<file path="config.mk">
export PLATFORM = sky130hd
export DESIGN_NAME = smsd_col_proc
export DESIGN_NICKNAME = d
export VERILOG_FILES = /design/src/rtl/smsd_pkg.sv /design/src/rtl/smsd_c2v_unit.sv /design/src/rtl/smsd_v2c_unit.sv /design/src/rtl/smsd_min2_unit.sv /design/src/rtl/smsd_col_proc.sv
export SDC_FILE = /design/constraint.sdc
export NUM_CORES = 1
export LEC_CHECK = 0
export BUFFER_PORTS_ARGS = -buffer_cell sky130_fd_sc_hd__buf_2
export CELL_PAD_IN_SITES_DETAIL_PLACEMENT = 0
export CELL_PAD_IN_SITES_GLOBAL_PLACEMENT = 1
export CORE_MARGIN = 4
export CORE_UTILIZATION = 45
export DETAILED_ROUTE_END_ITERATION = 6
export GPL_TIMING_DRIVEN = 0
export PLACE_DENSITY = 0.85
export SYNTH_ARGS = -nofsm -noshare
export SYNTH_HDL_FRONTEND = slang
export SYNTH_HIERARCHICAL = 1
export SYNTH_SLANG_ARGS = --single-unit
</file>
<file path="constraint.sdc">
create_clock -name clk -period 10.2 [get_ports clk]
set_input_delay 1.02 -clock clk [delete_from_list [all_inputs] [get_ports clk]]
set_output_delay 1.02 -clock clk [all_outputs]
set_load 0.05 [all_outputs]
</file>
<file path="src/rtl/smsd_pkg.sv">
package smsd_pkg;

    typedef enum logic [0:0] {
        ST_IDLE = 1'b0,
        ST_RUN  = 1'b1
    } smsd_state_e;

endpackage

</file>
<file path="src/rtl/smsd_c2v_unit.sv">
// Rebuilds one row's check-to-variable message for the current column.
module smsd_c2v_unit #(
    parameter int W  = 6,
    parameter int CW = 3,
    localparam int MW = W - 1
) (
    input  logic                hit,
    input  logic [MW-1:0]       min1,
    input  logic [MW-1:0]       min2,
    input  logic [CW-1:0]       idx,
    input  logic [CW-1:0]       col,
    input  logic                parity,
    input  logic                own,
    output logic signed [W-1:0] c2v
);

    logic [MW-1:0]       mag_sel;
    logic [MW+1:0]       triple;
    logic [MW-1:0]       scaled;
    logic signed [W-1:0] pos;
    logic                neg;

    always_comb begin
        // the row's own column must not see its own magnitude
        mag_sel = (idx == col) ? min2 : min1;
        triple  = {2'b00, mag_sel} + {1'b0, mag_sel, 1'b0};
        scaled  = MW'(triple >> 2);
        pos     = {1'b0, scaled};
        neg     = parity ^ own;
        if (!hit)
            c2v = '0;
        else if (neg)
            c2v = -pos;
        else
            c2v = pos;
    end

endmodule

</file>
<file path="src/rtl/smsd_v2c_unit.sv">
// Forms one row's variable-to-check message in sign-magnitude form.
module smsd_v2c_unit #(
    parameter int W = 6,
    localparam int MW   = W - 1,
    localparam int MAXV = (2 ** (W - 1)) - 1
) (
    input  logic signed [W-1:0] app,
    input  logic signed [W-1:0] c2v,
    output logic                sgn,
    output logic [MW-1:0]       mag
);

    logic signed [W:0]   diff;
    logic signed [W-1:0] clip;

    always_comb begin
        diff = {app[W-1], app} - {c2v[W-1], c2v};
        if (diff > (W+1)'(MAXV))
            clip = W'(MAXV);
        else if (diff < -((W+1)'(MAXV)))
            clip = -(W'(MAXV));
        else
            clip = W'(diff);
        sgn = clip[W-1];
        mag = sgn ? MW'(-clip) : MW'(clip);
    end

endmodule

</file>
<file path="src/rtl/smsd_min2_unit.sv">
// Folds one magnitude into a row's running smallest pair and index.
module smsd_min2_unit #(
    parameter int MW = 5,
    parameter int CW = 3
) (
    input  logic          hit,
    input  logic [MW-1:0] mag,
    input  logic [CW-1:0] col,
    input  logic [MW-1:0] in_m1,
    input  logic [MW-1:0] in_m2,
    input  logic [CW-1:0] in_idx,
    output logic [MW-1:0] out_m1,
    output logic [MW-1:0] out_m2,
    output logic [CW-1:0] out_idx
);

    always_comb begin
        out_m1  = in_m1;
        out_m2  = in_m2;
        out_idx = in_idx;
        if (hit && (mag < in_m1)) begin
            out_m2  = in_m1;
            out_m1  = mag;
            out_idx = col;
        end else if (hit && (mag < in_m2)) begin
            out_m2  = mag;
        end
    end

endmodule

</file>
<file path="src/rtl/smsd_col_proc.sv">
module smsd_col_proc
    import smsd_pkg::*;
#(
    parameter int N_COLS   = 8,
    parameter int N_ROWS   = 4,
    parameter int W        = 6,
    parameter int MAX_ITER = 15,
    parameter logic [N_ROWS*N_COLS-1:0] H_MASK = 32'hC864_3291,
    localparam int CW = $clog2(N_COLS),
    localparam int IW = $clog2(MAX_ITER + 1)
) (
    input  logic                clk,
    input  logic                rst_n,
    input  logic                start,
    output logic [CW-1:0]       ch_col,
    input  logic signed [W-1:0] ch_llr,
    output logic                le_valid,
    output logic [CW-1:0]       le_col,
    output logic signed [W-1:0] le_val,
    output logic signed [W-1:0] app_val,
    output logic                busy,
    output logic                done,
    output logic                success,
    output logic [IW-1:0]       iters
);

    localparam int MW   = W - 1;
    localparam int MAXV = (2 ** (W - 1)) - 1;
    localparam int SW   = W + $clog2(N_ROWS + 1) + 1;

    typedef struct packed {
        smsd_state_e                     st;
        logic [CW-1:0]                   col;
        logic [IW-1:0]                   iter;
        logic [N_ROWS-1:0][MW-1:0]       om1;
        logic [N_ROWS-1:0][MW-1:0]       om2;
        logic [N_ROWS-1:0][CW-1:0]       oidx;
        logic [N_ROWS-1:0][N_COLS-1:0]   osg;
        logic [N_ROWS-1:0][MW-1:0]       nm1;
        logic [N_ROWS-1:0][MW-1:0]       nm2;
        logic [N_ROWS-1:0][CW-1:0]       nidx;
        logic [N_ROWS-1:0][N_COLS-1:0]   nsg;
        logic [N_COLS-1:0]               hard;
        logic                            lev;
        logic [CW-1:0]                   lecol;
        logic [W-1:0]                    le;
        logic [W-1:0]                    app;
        logic                            done;
        logic                            ok;
        logic [IW-1:0]                   iters;
    } regs_t;

    regs_t r_q, r_d;

    function automatic logic signed [W-1:0] clip_w(input logic signed [SW-1:0] v);
        if (v > SW'(MAXV))
            return W'(MAXV);
        else if (v < -(SW'(MAXV)))
            return -(W'(MAXV));
        else
            return W'(v);
    endfunction

    logic                running;
    logic                first_col;
    logic [N_ROWS-1:0]   hit_v;
    logic [N_ROWS-1:0]   row_odd;
    logic [N_ROWS-1:0]   v_sgn;
    logic signed [W-1:0] c2v    [N_ROWS];
    logic [MW-1:0]       v_mag  [N_ROWS];
    logic [MW-1:0]       upd_m1 [N_ROWS];
    logic [MW-1:0]       upd_m2 [N_ROWS];
    logic [CW-1:0]       upd_ix [N_ROWS];
    logic signed [SW-1:0] app_sum;
    logic signed [SW-1:0] le_wide;
    logic signed [W-1:0] app_sat;
    logic signed [W-1:0] le_sat;
    logic [N_COLS-1:0]   hard_nx;

    assign running   = (r_q.st == ST_RUN);
    assign first_col = (r_q.col == '0);

    // APP adder over every row's recovered message, then Le subtractor
    always_comb begin
        app_sum = SW'(ch_llr);
        for (int r = 0; r < N_ROWS; r++)
            app_sum = app_sum + SW'(c2v[r]);
        app_sat = clip_w(app_sum);
        le_wide = SW'(app_sat) - SW'(ch_llr);
        le_sat  = clip_w(le_wide);
        hard_nx = r_q.hard;
        hard_nx[r_q.col] = app_sat[W-1];
    end

    for (genvar r = 0; r < N_ROWS; r++) begin : g_row
        logic [MW-1:0] base_m1;
        logic [MW-1:0] base_m2;
        logic [CW-1:0] base_ix;

        assign hit_v[r] = H_MASK[r*N_COLS + int'(r_q.col)];
        assign base_m1  = first_col ? MW'(MAXV) : r_q.nm1[r];
        assign base_m2  = first_col ? MW'(MAXV) : r_q.nm2[r];
        assign base_ix  = first_col ? '0 : r_q.nidx[r];
        assign row_odd[r] = ^(hard_nx & H_MASK[r*N_COLS +: N_COLS]);

        smsd_c2v_unit #(.W(W), .CW(CW)) u_c2v (
            .hit    (hit_v[r]),
            .min1   (r_q.om1[r]),
            .min2   (r_q.om2[r]),
            .idx    (r_q.oidx[r]),
            .col    (r_q.col),
            .parity (^r_q.osg[r]),
            .own    (r_q.osg[r][r_q.col]),
            .c2v    (c2v[r])
        );

        smsd_v2c_unit #(.W(W)) u_v2c (
            .app (app_sat),
            .c2v (c2v[r]),
            .sgn (v_sgn[r]),
            .mag (v_mag[r])
        );

        smsd_min2_unit #(.MW(MW), .CW(CW)) u_min (
            .hit     (hit_v[r] & running),
            .mag     (v_mag[r]),
            .col     (r_q.col),
            .in_m1   (base_m1),
            .in_m2   (base_m2),
            .in_idx  (base_ix),
            .out_m1  (upd_m1[r]),
            .out_m2  (upd_m2[r]),
            .out_idx (upd_ix[r])
        );

        // committed row minima stay ordered
        assert_min_order_R6: assert property (@(posedge clk) disable iff (!rst_n)
            r_q.om1[r] <= r_q.om2[r]);
    end

    always_comb begin
        r_d      = r_q;
        r_d.lev  = 1'b0;
        r_d.done = 1'b0;
        case (r_q.st)
            ST_IDLE: begin
                if (start) begin
                    r_d.st   = ST_RUN;
                    r_d.col  = '0;
                    r_d.iter = '0;
                    r_d.om1  = '0;
                    r_d.om2  = '0;
                    r_d.oidx = '0;
                    r_d.osg  = '0;
                    r_d.nsg  = '0;
                    r_d.ok   = 1'b0;
                end
            end
            ST_RUN: begin
                r_d.lev   = 1'b1;
                r_d.lecol = r_q.col;
                r_d.le    = le_sat;
                r_d.app   = app_sat;
                r_d.hard  = hard_nx;
                for (int r = 0; r < N_ROWS; r++) begin
                    r_d.nm1[r]  = upd_m1[r];
                    r_d.nm2[r]  = upd_m2[r];
                    r_d.nidx[r] = upd_ix[r];
                    if (hit_v[r])
                        r_d.nsg[r][r_q.col] = v_sgn[r];
                end
                if (r_q.col == CW'(N_COLS - 1)) begin
                    r_d.om1  = r_d.nm1;
                    r_d.om2  = r_d.nm2;
                    r_d.oidx = r_d.nidx;
                    r_d.osg  = r_d.nsg;
                    if (!(|row_odd) || (r_q.iter == IW'(MAX_ITER - 1))) begin
                        r_d.st    = ST_IDLE;
                        r_d.done  = 1'b1;
                        r_d.ok    = !(|row_odd);
                        r_d.iters = r_q.iter + 1'b1;
                    end else begin
                        r_d.iter = r_q.iter + 1'b1;
                        r_d.col  = '0;
                    end
                end else begin
                    r_d.col = r_q.col + 1'b1;
                end
            end
            default: r_d.st = ST_IDLE;
        endcase
    end

    always_ff @(posedge clk) begin
        if (!rst_n)
            r_q <= '0;
        else
            r_q <= r_d;
    end

    assign ch_col   = r_q.col;
    assign le_valid = r_q.lev;
    assign le_col   = r_q.lecol;
    assign le_val   = r_q.le;
    assign app_val  = r_q.app;
    assign busy     = running;
    assign done     = r_q.done;
    assign success  = r_q.ok;
    assign iters    = r_q.iters;

    assert_le_follows_request_R3: assert property (@(posedge clk) disable iff (!rst_n)
        le_valid |-> le_col == $past(ch_col));

    // also covers R2: a start pulse cannot rewind a running sweep
    assert_col_advance_R3: assert property (@(posedge clk) disable iff (!rst_n)
        (busy && ch_col != CW'(N_COLS - 1)) |=> (busy && ch_col == CW'($past(ch_col) + 1'b1)));

    assert_no_full_negative_R5: assert property (@(posedge clk) disable iff (!rst_n)
        le_valid |-> (le_val != {1'b1, {MW{1'b0}}} && app_val != {1'b1, {MW{1'b0}}}));

    assert_done_pulse_R7: assert property (@(posedge clk) disable iff (!rst_n)
        done |=> !done);

    assert_iters_range_R7: assert property (@(posedge clk) disable iff (!rst_n)
        done |-> (iters != '0 && iters <= IW'(MAX_ITER) && !busy));

    assert_fail_at_limit_R8: assert property (@(posedge clk) disable iff (!rst_n)
        (done && !success) |-> iters == IW'(MAX_ITER));

endmodule

</file>
Yosys cells after proc, flatten, opt, wreduce, memory -nomap -nowiden. Memory sizes are Yosys's and may differ from the RTL's. A register that Yosys moved wholly into a read port is not among the register bits. Index checks and enable logic that the tools add are counted.

Bits in registers: 206. ROM bits: 104. Bits of input ports: 9. Output and inout port bits: 26. Word-level logic and storage cells: 244. Memories: 4.

Memory list: (name not given) (words 32, bits a word 1, rd ports 1, clocked after Yosys merged registers in 0, wr ports 0, line smsd_col_proc.sv:100) `assign hit_v[r] = H_MASK[r*N_COLS + int'(r_q.col)];`; (name not given) (words 32, bits a word 1, rd ports 1, clocked after Yosys merged registers in 0, wr ports 0, line smsd_col_proc.sv:100); (name not given) (words 32, bits a word 1, rd ports 1, clocked after Yosys merged registers in 0, wr ports 0, line smsd_col_proc.sv:100); (name not given) (words 8, bits a word 1, rd ports 1, clocked after Yosys merged registers in 1, wr ports 0, line smsd_col_proc.sv:100).

$add $sub $neg: 26. Order comparisons: 26. Equality and inequality tests: 11. Muxes and demuxes: 98. Bitwise operators: 9. Reduce and logical (&&, ||, !) cells: 27.

Operator list (number): $pmux W92 S2 (1); $mux W5 (28); $mux W6 (22); $mux W92 (1); $mux W88 (1); $pmux W32 S2 (1); $reduce_xor A8 Y1 (8); $bwmux W8 (5); $lt A5 B5 Y1 (8); $gt A7 B6 Y1 const B (5); $lt A7 B6 Y1 const B (5); $sub A6 B6 Y7 (5); $mux W3 (11); $mux W32 (1); $mux W8 (4); $add A5 B6 Y7 (4); $neg A5 Y6 (4); $neg A5 Y5 (4); $mux W17 (1); $mux W1 (15); $add A5 B3 Y6 const A (2); $bmux W1 S3 (4); $eq A3 B3 Y1 (4); $lt A6 B6 Y1 const B (2); other kinds (31) (51).

Logic depth before layout (Yosys ltp). Gate-level depths: netlist of the first run.

Word-level depth: 27. Depth in mapped cells: 50. Gate-level depth less buffers: 48.

Modules after synthesis. The synthesis of the first run kept the hierarchy.

By module, submodules not included: smsd_col_proc (instances 1, cells each 1344, area each 11332.1 um2, seq. area each 4144.0 um2); smsd_c2v_unit (instances 4, cells each 77, area each 603.1 um2, seq. area each 0.0 um2); smsd_min2_unit (instances 4, cells each 69, area each 521.8 um2, seq. area each 0.0 um2); smsd_v2c_unit (instances 4, cells each 68, area each 501.7 um2, seq. area each 0.0 um2).

Worst setup path before layout of the first run. Ideal clock, no wire load.

Kind: register -> register. Start point: register r_q (netlist bit ch_col[0]). End point: register r_q[155] (netlist bit). Setup time: 0.128 ns. Arrival time: 10.438 ns. Data required time: 10.072 ns. Path slack: -0.366 ns. Cell stages (with the launch flop): 47. Path buffers: 2. Clock period less this slack: 10.566 ns. Cells stage by stage: dfxtp_1 > clkbuf_1 > inv_1 > and3_1 > clkbuf_1 > a22o_1 > a221oi_1 > nand3_1 > xnor2_1 > nor2_1 > a211oi_1 > inv_1 > fa_1 > fa_1 > inv_1 > fa_1 > ha_1 > a21o_1 > [11 not listed] > nand2b_1 > a21oi_2 > a211oi_2 > mux2i_4 > inv_2 > nor2_1 > o21a_1 > ha_1 > mux2_4 > a221oi_2 > ha_1 > a21oi_1 > o21ai_4 > a21oi_4 > mux2_2 > mux2_2 > a21oi_1 > nor2_1.

RTL lines: start: declaration (line smsd_col_proc.sv:53) `regs_t r_q, r_d;`; start signal: assignment (line smsd_col_proc.sv:198) `r_q <= r_d;`.

==> results of run 1 <==
synth_stat cells, types with 6 or more instances:
cell      instances
nor3b_1          57
a31oi_1          52
nand3_1          47
a22o_1            6
nand4_1           9
xnor2_1          67
a22oi_1          13
and2_1           44
ha_1            105
a211oi_2          9
a41oi_1           9
a311oi_1         13
a21oi_1         208
o21ai_1           9
o211a_1          13
and3_1           24
mux2i_1          78
o21ai_0          35
nor4_1           18
a21oi_2           9
dfxtp_1         207
a211oi_1         37
o21a_1           14
or3_1            10
o211ai_1         35
fa_1             29
a221oi_2          8
nor2_2            8
buf_1            13
o21bai_1          7
mux2_4           12
a21boi_0          9
xor2_1           22
nor2_1          216
nand2b_1         55
clkbuf_1         89
buf_4            22
inv_1           138
nor2b_1          16
nand2_1         183
nor3_1           17
a21o_1           14
mux2_2          113
critical path: cells and delay by family, from the launching register on:
family | cells | cell delay [ns]
DFF | 1 | 0.47
adders and majority gates | 9 | 3.16
buffers and inverters | 14 | 1.30
and+or+nand+nor | 7 | 0.83
AOI/OAI and AO/OA | 15 | 3.06
muxes | 5 | 1.43
xor gates and xnor gates | 2 | 0.35
power groups by stage:
stage | logic, uW | clock network (uW) | registers [uW]
global placement | 708 | 0 | 868
global route | 1260 | 904 | 854
CTS | 970 | 870 | 851
floorplan | 541 | 0 | 865
finish | 1180 | 860 | 851
detailed placement | 726 | 0 | 869
final timing paths:
path	endpoint	slack, ns	from	depth (start not counted)
setup / recovery	r_q[151]	-0.56	ch_col[2]	52
hold / removal	le_val[5]	0.47	le_val[5]	2
setup reg to reg	r_q[151]	-0.56	ch_col[2]	52
hold reg to reg	le_val[5]	0.47	le_val[5]	2
sequential cells by signal, summed over array words and instances, names as in the netlist:
signal,count
le_col,3
hit_v,1
iters,4
r_q,180
ch_col,3
success,1
le_valid,1
app_val,6
busy,1
done,1
le_val,6
layer usage:
layer | vias to the layer above | routed length, um
met5 | - | 0
met4 | 0 | 2956
met3 | 174 | 3713
met2 | 603 | 30330
met1 | 8745 | 25170
li1 | 8233 | -
area by class of cell:
| type | count | area share |
|---|---|---|
| Buffer | 118 | 0.02533 |
| Clock buffer | 37 | 0.03038 |
| Clock inverter | 7 | 0.002185 |
| Inverter | 144 | 0.02382 |
| Multi-Input combinational cell | 1724 | 0.6518 |
| Sequential cell | 207 | 0.1728 |
| Tap cell | 518 | 0.02695 |
| Timing Repair Buffer | 200 | 0.06674 |
stage by stage:
step / instance area (um2) / hold slack, ns / setup slack (ns)
floorplan: 17940 / 0.4414 / 0.002776
global placement: 18760 / 0.4552 / -2.322
detailed placement: 18760 / 0.4616 / -2.426
CTS: 22670 / 0.4707 / -0.4194
global route: 24050 / 0.4829 / -0.8459
finish: 24050 / 0.4680 / -0.5568
kinds of logic (layout without fill, tap and decap cells):
group | count (synthesis) | in the layout | synth area share
xor+xnor | 93 | 93 | 0.04734
flops | 207 | 207 | 0.2323
buf+inv | 270 | 506 | 0.06222
compound gates | 554 | 555 | 0.2139
mux | 208 | 208 | 0.1310
simple gates | 734 | 734 | 0.2071
fa+ha+maj | 134 | 134 | 0.1062
what timing repair did:
item | 4_1_cts | 5_1_grt
cloned | 0 | 1
setup buffers | 111 | 59
pin swaps | 182 | 113
setup endpoints to repair | 104 | 104
resized for setup | 445 | 179
==> results.md, run 1 <==
- Non-Filler Instances: 2955
- # fillers: 3113
- Synth area leaders: dfxtp_1 23%, ha_1 7.4%, mux2_2 7.1%
- Iter 0 DRT Violations: 1421
- GR Util met1: 0.3241
- Via count of the routed design: 17760
- Post-synth top area share: 0.2323
- Routed wire length: 62.17 mm
- Status: finished, violations left
- Crit path DAT: 11.17 ns
- First-pass GRT wire length: 92.65 mm
- Count of standard-cell rows: 72
- N_diodes: 0
- Post-DP HPWL: 41.69 mm
- Yosys warnings: 6
- DP Cell Count: 2752
- Register area share after synthesis: 0.2323
- Die Span Y: 207.1 um
- Router iterations before antenna repair: 5
- Distinct cells, synth: 80
- Post-synth EDFFs: 0
- Seq cells post-synth: 207
- CTS Hold Bufs: 0
- RSZ-0062 raised after global routing: yes
- Root buffer cell: clkbuf_16
- Max-Cap Viols: 0
- Syn-to-layout area delta: 34.84%
- Hold Fails Final Rpt: 0
- CP max FO: 7
- Initial antenna violation count: 0
- Max VDD drop: 120.0 uV
- Die Wd: 207.1 um
- Share of power burned in registers: 0.294
- Cell taking the most area after synthesis: dfxtp_1
- Psw: 1100 uW
- GRT Util Overall: 0.2603
- CTS buffer count: 24
- Pwr Total: 2896 uW
- Mapped Cells: 2200
- WL/cell: 21.04 um
- H-tree levels: 1
- Met2 global-route usage: 0.4539
- Worst clock skew: 0.01666 ns
- Final WS setup: -0.5568 ns
- Failing checks: setup timing
- Boundary Pins: 35
- Share of layout cells above drive strength 1: 0.3324
- Largest net degree at the start of global routing: 19
- Final net count: 2562
- Mapped Nets: 2343
- CTS tree: done
- Leakage power: 0.009191 uW
- CTS sink count: 207
- Final TNS setup: -34.23 ns
- PD cells: 120.4 nW/um2
- P_int: 1797 uW
- Core Box Area: 38920 um2
- Via density: 6.008
- Max Slew Vio Count: 0
- Placer Congestion: 0.9247
- Combinational group share of total power: 0.409
- Global route overflow: 0
- Period utilization: 1.055
- Switching Fraction: 0.3797
- Worst-path clk slew: 0.06 ns
- Starting Density: 0.4584
- Most common cell after layout, fill and taps aside: nor2_1
- Drt drc: 0
- Multi-input gate area: 15680 um2
- CP peak stage delay: 0.50 ns
- Core Util, Final: 0.6181
- Area occupied by registers: 4156 um2
- Most utilized layer in the global route result: met2
- Clock tree buffer depth: 3
- Fmax: 92.96 MHz
- Port Buf Inserts: 34
- Mapped Area: 17840 um2
- Final setup vio count: 104
- Asr flop ratio synth: 0
- Highest-count cells in the layout ignoring fill and taps: 206 x nor2_1, 203 x dfxtp_1, 172 x nand2_1, 152 x buf_4, 140 x a21oi_1
- Met3 Usage GRT: 0.03419
- Vias in the first global route: 17220
- DRT antenna net count: 0
- Hold Path Class: reg -> reg
- Worst-Margin Slew: 1.174 ns
- Avg Inst Size Synth: 8.108 um2
- Crit. End Element: flop
- Slowest CP cell: fa_1
- Clock power frac: 0.297
- Final critical-path required period: 10.76 ns
- Crit Path Class: reg -> reg
- Crit path required time: 10.61 ns
- Later-pin clock latency in the skew report: 0.55 ns
- Main synth FF type: dfxtp_1
- Critical path launch point type: flop
- Slew HR: 0.2175
- Full die area: 42890 um2
Note: power is estimated with default switching activity, not from simulation.
==> inputs of run 2 (changes only) <==
--- a/config.mk
+++ b/config.mk
@@ -17,3 +17,4 @@
 export SYNTH_HDL_FRONTEND = slang
 export SYNTH_HIERARCHICAL = 1
 export SYNTH_SLANG_ARGS = --single-unit
+export TNS_END_PERCENT = 30
==> run 2 against run 1 <==
Net effect: final area is 3.7% lower; the run still ends with setup timing left; count of clock-buffer cells in the layout stayed put; global-route usage is 0.70 points lower; setup slack better by 0.094 ns; core utilization is 2.3 points lower; worst hold slack hardly changed; die area stayed put; highest routed layer unchanged.
==> results.md, run 2 (synthesized netlist as in run 1, its figures left out) <==
- Status: finished, violations left
- Failing checks: setup timing
- Iter 0 DRT Violations: 1308 (-8.0%)
- CP max FO: 8 (+1)
- N_diodes: 0 (unchanged)
- Die Wd: 207.1 um (unchanged)
- Dpl cell area: 18760 um2 (unchanged)
- PD cells: 119.6 nW/um2 (-0.70%)
- Max Slew Vio Count: 0 (unchanged)
- Clock tree buffer depth: 3 (unchanged)
- RSZ-0062 raised after global routing: yes
- Worst-path clk slew: 0.06 ns (about the same)
- Root buffer cell: clkbuf_16
- Worst-Margin Slew: 1.252 ns (+0.07796 ns)
- Syn-to-layout area delta: 29.86%
- Highest-count cells in the layout ignoring fill and taps: 206 x nor2_1, 204 x dfxtp_1, 171 x nand2_1, 151 x a21oi_1, 123 x inv_1
- DP Cell Count: 2752 (unchanged)
- Vias in the first global route: 16820 (-2.3%)
- Crit. End Element: flop
- # fillers: 3296 (+5.9%)
- Slowest CP cell: o41a_1
- Starting Density: 0.4584 (unchanged)
- Post-route cell area: 23160 um2 (-3.7%)
- Boundary Pins: 35 (unchanged)
- DRT antenna net count: 0 (unchanged)
- Number of flip-flops under the largest register name: 180 (unchanged)
- Core Box Area: 38920 um2 (unchanged)
- Pwr Total: 2769 uW (-4.4%)
- Full die area: 42890 um2 (unchanged)
- Die Span Y: 207.1 um (unchanged)
- Worst clock skew: 0.01460 ns (-0.002060 ns)
- Most common cell after layout, fill and taps aside: nor2_1
- First-pass GRT wire length: 90.34 mm (-2.5%)
- Hold depth: 2 (unchanged)
- CTS Hold Bufs: 0 (unchanged)
- Post-DP HPWL: 41.69 mm (unchanged)
- Non-Filler Instances: 2916 (-1.3%)
- CTS sink count: 207 (unchanged)
- Hold Path Class: reg -> reg
- Crit Path Class: reg -> reg
- Max-Cap Viols: 0 (unchanged)
- Slew HR: 0.1656 (-0.05197)
- Later-pin clock latency in the skew report: 0.55 ns (about the same)
- Port Buf Inserts: 34 (unchanged)
- CTS buffer count: 24 (unchanged)
- Final critical-path required period: 10.66 ns (-0.09355 ns)
- Initial antenna violation count: 0 (unchanged)
- Routed wire length: 60.14 mm (-3.3%)
- GRT Util Overall: 0.2533 (-0.007013)
- Final WS setup: -0.4633 ns (+0.09355 ns)
- Largest register by flop count: r_q
- Final net count: 2523 (-1.5%)
- Hold Fails Final Rpt: 0 (unchanged)
- Period utilization: 1.045 (-0.009172)
- Final setup vio count: 104 (unchanged)
- Count of standard-cell rows: 72 (unchanged)
- H-tree levels: 1 (unchanged)
- CP peak stage delay: 0.50 ns (about the same)
- Fmax: 93.78 MHz (+0.88%)
- CTS tree: done
- Leakage power: 0.008910 uW (-3.1%)
- Critical path launch point type: flop
- Share of layout cells above drive strength 1: 0.3065 (-0.02587)
- R2R depth: 47 (-9.6%)
- Drt drc: 0 (unchanged)
- Final TNS setup: -27.17 ns (+7.061 ns)
- Crit path DAT: 11.06 ns (-0.11 ns)
- Global route overflow: 0 (unchanged)
- Max VDD drop: 120.1 uV (about the same)
- Placer Congestion: 0.9247 (unchanged)
- Largest net degree at the start of global routing: 19 (unchanged)
- Crit path required time: 10.59 ns (-0.02 ns)
- Router iterations before antenna repair: 6 (+1)
- Via density: 5.974 (-0.57%)
- Via count of the routed design: 17420 (-1.9%)
- Fin Hold WS: 0.4679 ns (-0.0001350 ns)
- WL/cell: 20.62 um (-2.0%)
-- run 2: changes by cell type in the layout (fill, tap and decap cells not counted), sizes merged --
cell,delta
buf,-39
clkinvlp,-1
inv,+1
-- run 2: timing repair --
action,4_1_cts,5_1_grt
endpoints found under the setup margin,104,104
buffers inserted,94,35
cloned,0,1
resized for setup,306,216
pin swaps,135,120
-- run 2: critical path, delay by kind of cell, from the launching register on --
family,cells,cell delay [ns]
AOI/OAI and AO/OA,15,3.48
adders and majority gates,8,2.89
muxes,4,1.23
and+or+nand+nor,8,0.99
buffers and inverters,9,0.91
xor gates and xnor gates,3,0.50
DFF,1,0.48
-- run 2: area by class of cell --
type                    instances  area [um2]  share of cell area
inverters                     144       566.8             0.02447
flip-flops and latches        207        4155              0.1794
multi-input cells            1724       15150              0.6541
clock inverters                 7       52.55            0.002269
well taps                     518       648.1             0.02798
plain buffers                 119       613.1             0.02647
clock buffers                  37       730.7             0.03154
repair buffers                160        1246             0.05380
-- run 2: worst paths after layout --
path	slack (ns)	end	from
max	-0.46	r_q[148]	ch_col[0]
min	0.47	le_val[5]	le_val[5]
max reg2reg	-0.46	r_q[148]	ch_col[0]
min reg2reg	0.47	le_val[5]	le_val[5]
-- run 2: stage by stage --
| stage | setup WS [ns] | utilization |
|---|---|---|
| 2_1_floorplan | 0.002776 | - |
| 3_3_place_gp | -2.322 | 0.4821 |
| 3_5_place_dp | -2.426 | 0.4821 |
| 4_1_cts | -0.4295 | 0.5583 |
| 5_1_grt | -0.7310 | 0.5952 |
| 6_report | -0.4633 | 0.5952 |
-- run 2: where the power goes --
group | internal [uW] | switching, uW
Combinational | 409 | 648
Sequential | 835 | 16.3
Clock | 494 | 368
-- run 2: per-layer routing --
metal	share of wire	vias up	track usage	wire length, um
met1	0.41	8523	0.3201	24840
met5	0	-	0	0
met4	0.048	0	0.1001	2878
met2	0.48	562	0.4427	29000
met3	0.057	157	0.02844	3417
li1	-	8178	-	-
==> inputs of run 3 (changes only) <==
--- a/config.mk
+++ b/config.mk
@@ -13,6 +13,7 @@
 export DETAILED_ROUTE_END_ITERATION = 6
 export GPL_TIMING_DRIVEN = 0
 export PLACE_DENSITY = 0.85
+export REMOVE_ABC_BUFFERS = 1
 export SYNTH_ARGS = -nofsm -noshare
 export SYNTH_HDL_FRONTEND = slang
 export SYNTH_HIERARCHICAL = 1
==> run 3 against run 2 <==
Net effect: the flow still finishes with violations (setup timing); cell count down 3.7%; clock power up 5.0%; global-route usage down 3.3 points; critical path depth up 2; count of clock-buffer cells in the layout down 2; fmax up 1.1%; flip-flop and latch count unchanged; core utilization down 2.1 points; critical path type unchanged; critical endpoint is now r_q[196]; largest power group unchanged.
==> results.md, run 3 (synthesized netlist as in run 1, its figures left out) <==
- Status: finished, violations left
- Failing checks: setup timing
- Dpl ws: -3.165 ns (-0.7396 ns)
- N_diodes: 0 (unchanged)
- Switching Fraction: 0.3546 (-0.01798)
- Share of layout cells above drive strength 1: 0.2952 (-0.01131)
- Root buffer cell: clkbuf_16
- GRT Util Overall: 0.2202 (-0.03310)
- H-tree levels: 1 (unchanged)
- Final WS setup: -0.3461 ns (+0.1172 ns)
- Full die area: 42890 um2 (unchanged)
- CP max FO: 8 (unchanged)
- Combinational group share of total power: 0.347 (-0.034)
- Max VDD drop: 101.0 uV (-16%)
- Share of power burned in registers: 0.319 (+0.012)
- Psw: 958.4 uW (-7.1%)
- Final net count: 2417 (-4.2%)
- Boundary Pins: 35 (unchanged)
- CP most frequent cell: mux2_4
- Hold Path Class: reg -> reg
- Worst-path clk slew: 0.06 ns (about the same)
- Period utilization: 1.034 (-0.01149)
- Count of standard-cell rows: 72 (unchanged)
- Leakage power: 0.008673 uW (-2.7%)
- Crit. End Element: flop
- Via count of the routed design: 16550 (-5.0%)
- Drt drc: 0 (unchanged)
- Clock power frac: 0.335 (+0.024)
- Number of flip-flops under the largest register name: 180 (unchanged)
- Core Box Area: 38920 um2 (unchanged)
- Die Wd: 207.1 um (unchanged)
- Worst-Margin Slew: 1.170 ns (-0.08174 ns)
- Iter 0 DRT Violations: 1080 (-17%)
- Die Span Y: 207.1 um (unchanged)
- Largest register by flop count: r_q
- Crit path DAT: 10.97 ns (-0.09 ns)
- Critical path launch point type: flop
- CTS tree: done
- Dpl cell area: 18320 um2 (-2.3%)
- Slowest CP cell: fa_1
- Pwr Total: 2703 uW (-2.4%)
- Global route overflow: 0 (unchanged)
- Final TNS setup: -14.84 ns (+12.33 ns)
- First-pass GRT wire length: 80.86 mm (-10%)
- Final critical-path required period: 10.55 ns (-0.1172 ns)
- Initial antenna violation count: 0 (unchanged)
- Worst clock skew: 0.01773 ns (+0.003130 ns)
- Highest-count cells in the layout ignoring fill and taps: 203 x nor2_1, 203 x dfxtp_1, 175 x nand2_1, 155 x a21oi_1, 126 x inv_1
- Router iterations before antenna repair: 7 (+1)
- Starting Density: 0.4584 (unchanged)
- P_int: 1744 uW (+0.39%)
- WL/cell: 18.61 um (-9.8%)
- Crit Path Class: reg -> reg
- Vias in the first global route: 16040 (-4.6%)
- Max Slew Vio Count: 0 (unchanged)
- DP Cell Count: 2635 (-4.3%)
- CTS buffer count: 25 (+4.2%)
- CTS sink count: 207 (unchanged)
- Clock tree buffer depth: 3 (unchanged)
- Hold Fails Final Rpt: 0 (unchanged)
- Later-pin clock latency in the skew report: 0.56 ns (about the same)
- Port Buf Inserts: 34 (unchanged)
- Max-Cap Viols: 0 (unchanged)
- Slew HR: 0.2182 (+0.05260)
- Fmax: 94.82 MHz (+1.1%)
- Placer Congestion: 0.8487 (-8.2%)
- RSZ-0062 raised after global routing: yes
- PD cells: 120.9 nW/um2 (+1.2%)
- CP peak stage delay: 0.48 ns (-0.02 ns)
- R2R setup slack: -0.35 ns (+0.12 ns)
- DRT antenna net count: 0 (unchanged)
- Non-Filler Instances: 2808 (-3.7%)
- Final setup vio count: 89 (-14%)
- CTS Hold Bufs: 0 (unchanged)
- Largest net degree at the start of global routing: 113 (+94)
- Syn-to-layout area delta: 25.29%
- Post-DP HPWL: 31.86 mm (-24%)
- Routed wire length: 52.26 mm (-13%)
- Post-route cell area: 22350 um2 (-3.5%)
- Crit path required time: 10.62 ns (+0.03 ns)
- Via density: 5.893 (-1.4%)
- # fillers: 3356 (+1.8%)
==> run 3: changes by cell type in the layout (fill, tap and decap cells not counted), moves of 6 or more <==
cell / before / now
a211oi_1: 19 / 25
a31oi_1: 17 / 35
a31oi_4: 19 / 2
buf_1: 10 / 0
buf_12: 4 / 10
buf_4: 122 / 108
buf_6: 24 / 13
clkbuf_1: 81 / 6
mux2_2: 36 / 46
mux2_4: 89 / 79
==> run 3: what timing repair did <==
action                                  in CTS  in global routing
resized for setup                          210                203
endpoints found under the setup margin     166                104
pin swaps                                  100                138
gates cloned                                 2                  0
buffers inserted                            81                 47
==> run 3: layer usage <==
layer,routed length (um),part of all wire,track usage
met2,25610,0.49,0.3808
met1,22890,0.44,0.2900
met3,2315,0.044,0.02315
met4,1444,0.028,0.06886
met5,0,0,0
==> run 3: power by group through the flow <==
stage	logic [uW]	registers, uW	clock network [uW]
4_1_cts	774	860	924
5_1_grt	1010	864	954
3_5_place_dp	670	881	0
3_3_place_gp	638	893	0
2_1_floorplan	487	899	0
6_report	937	861	905
==> run 3: per-stage QoR <==
stage	hold slack [ns]	util
5_1_grt	0.4894	0.5743
6_report	0.4778	0.5743
3_3_place_gp	0.4507	0.4649
2_1_floorplan	0.4467	-
3_5_place_dp	0.4664	0.4708
4_1_cts	0.4794	0.5375
==> run 3: final timing paths <==
check             cells past startpoint  startpoint         to
setup / recovery                     49   ch_col[0]   r_q[196]
hold / removal                        2   le_val[5]  le_val[5]
setup reg to reg                     49   ch_col[0]   r_q[196]
hold reg to reg                       2   le_val[5]  le_val[5]
==> run 3: final cells by class <==
type / count / area (um2) / share of cell area
clock inverters: 8 / 107.6 / 0.004815
multi-input cells: 1725 / 14670 / 0.6566
clock buffers: 35 / 703.2 / 0.03146
repair buffers: 171 / 1490 / 0.06668
flip-flops and latches: 207 / 4159 / 0.1861
inverters: 144 / 566.8 / 0.02536
well taps: 518 / 648.1 / 0.02900
==> run 3: critical path, delay by kind of cell (launching register included) <==
family                   cells  cell delay (ns)
adder cells (fa/ha/maj)      9             2.96
AO/OA/AOI/OAI               14             2.79
multiplexers                 7             2.00
buffers and inverters       11             1.01
AND/OR/NAND/NOR              7             0.95
flip-flops                   1             0.42
XOR/XNOR                     1             0.26
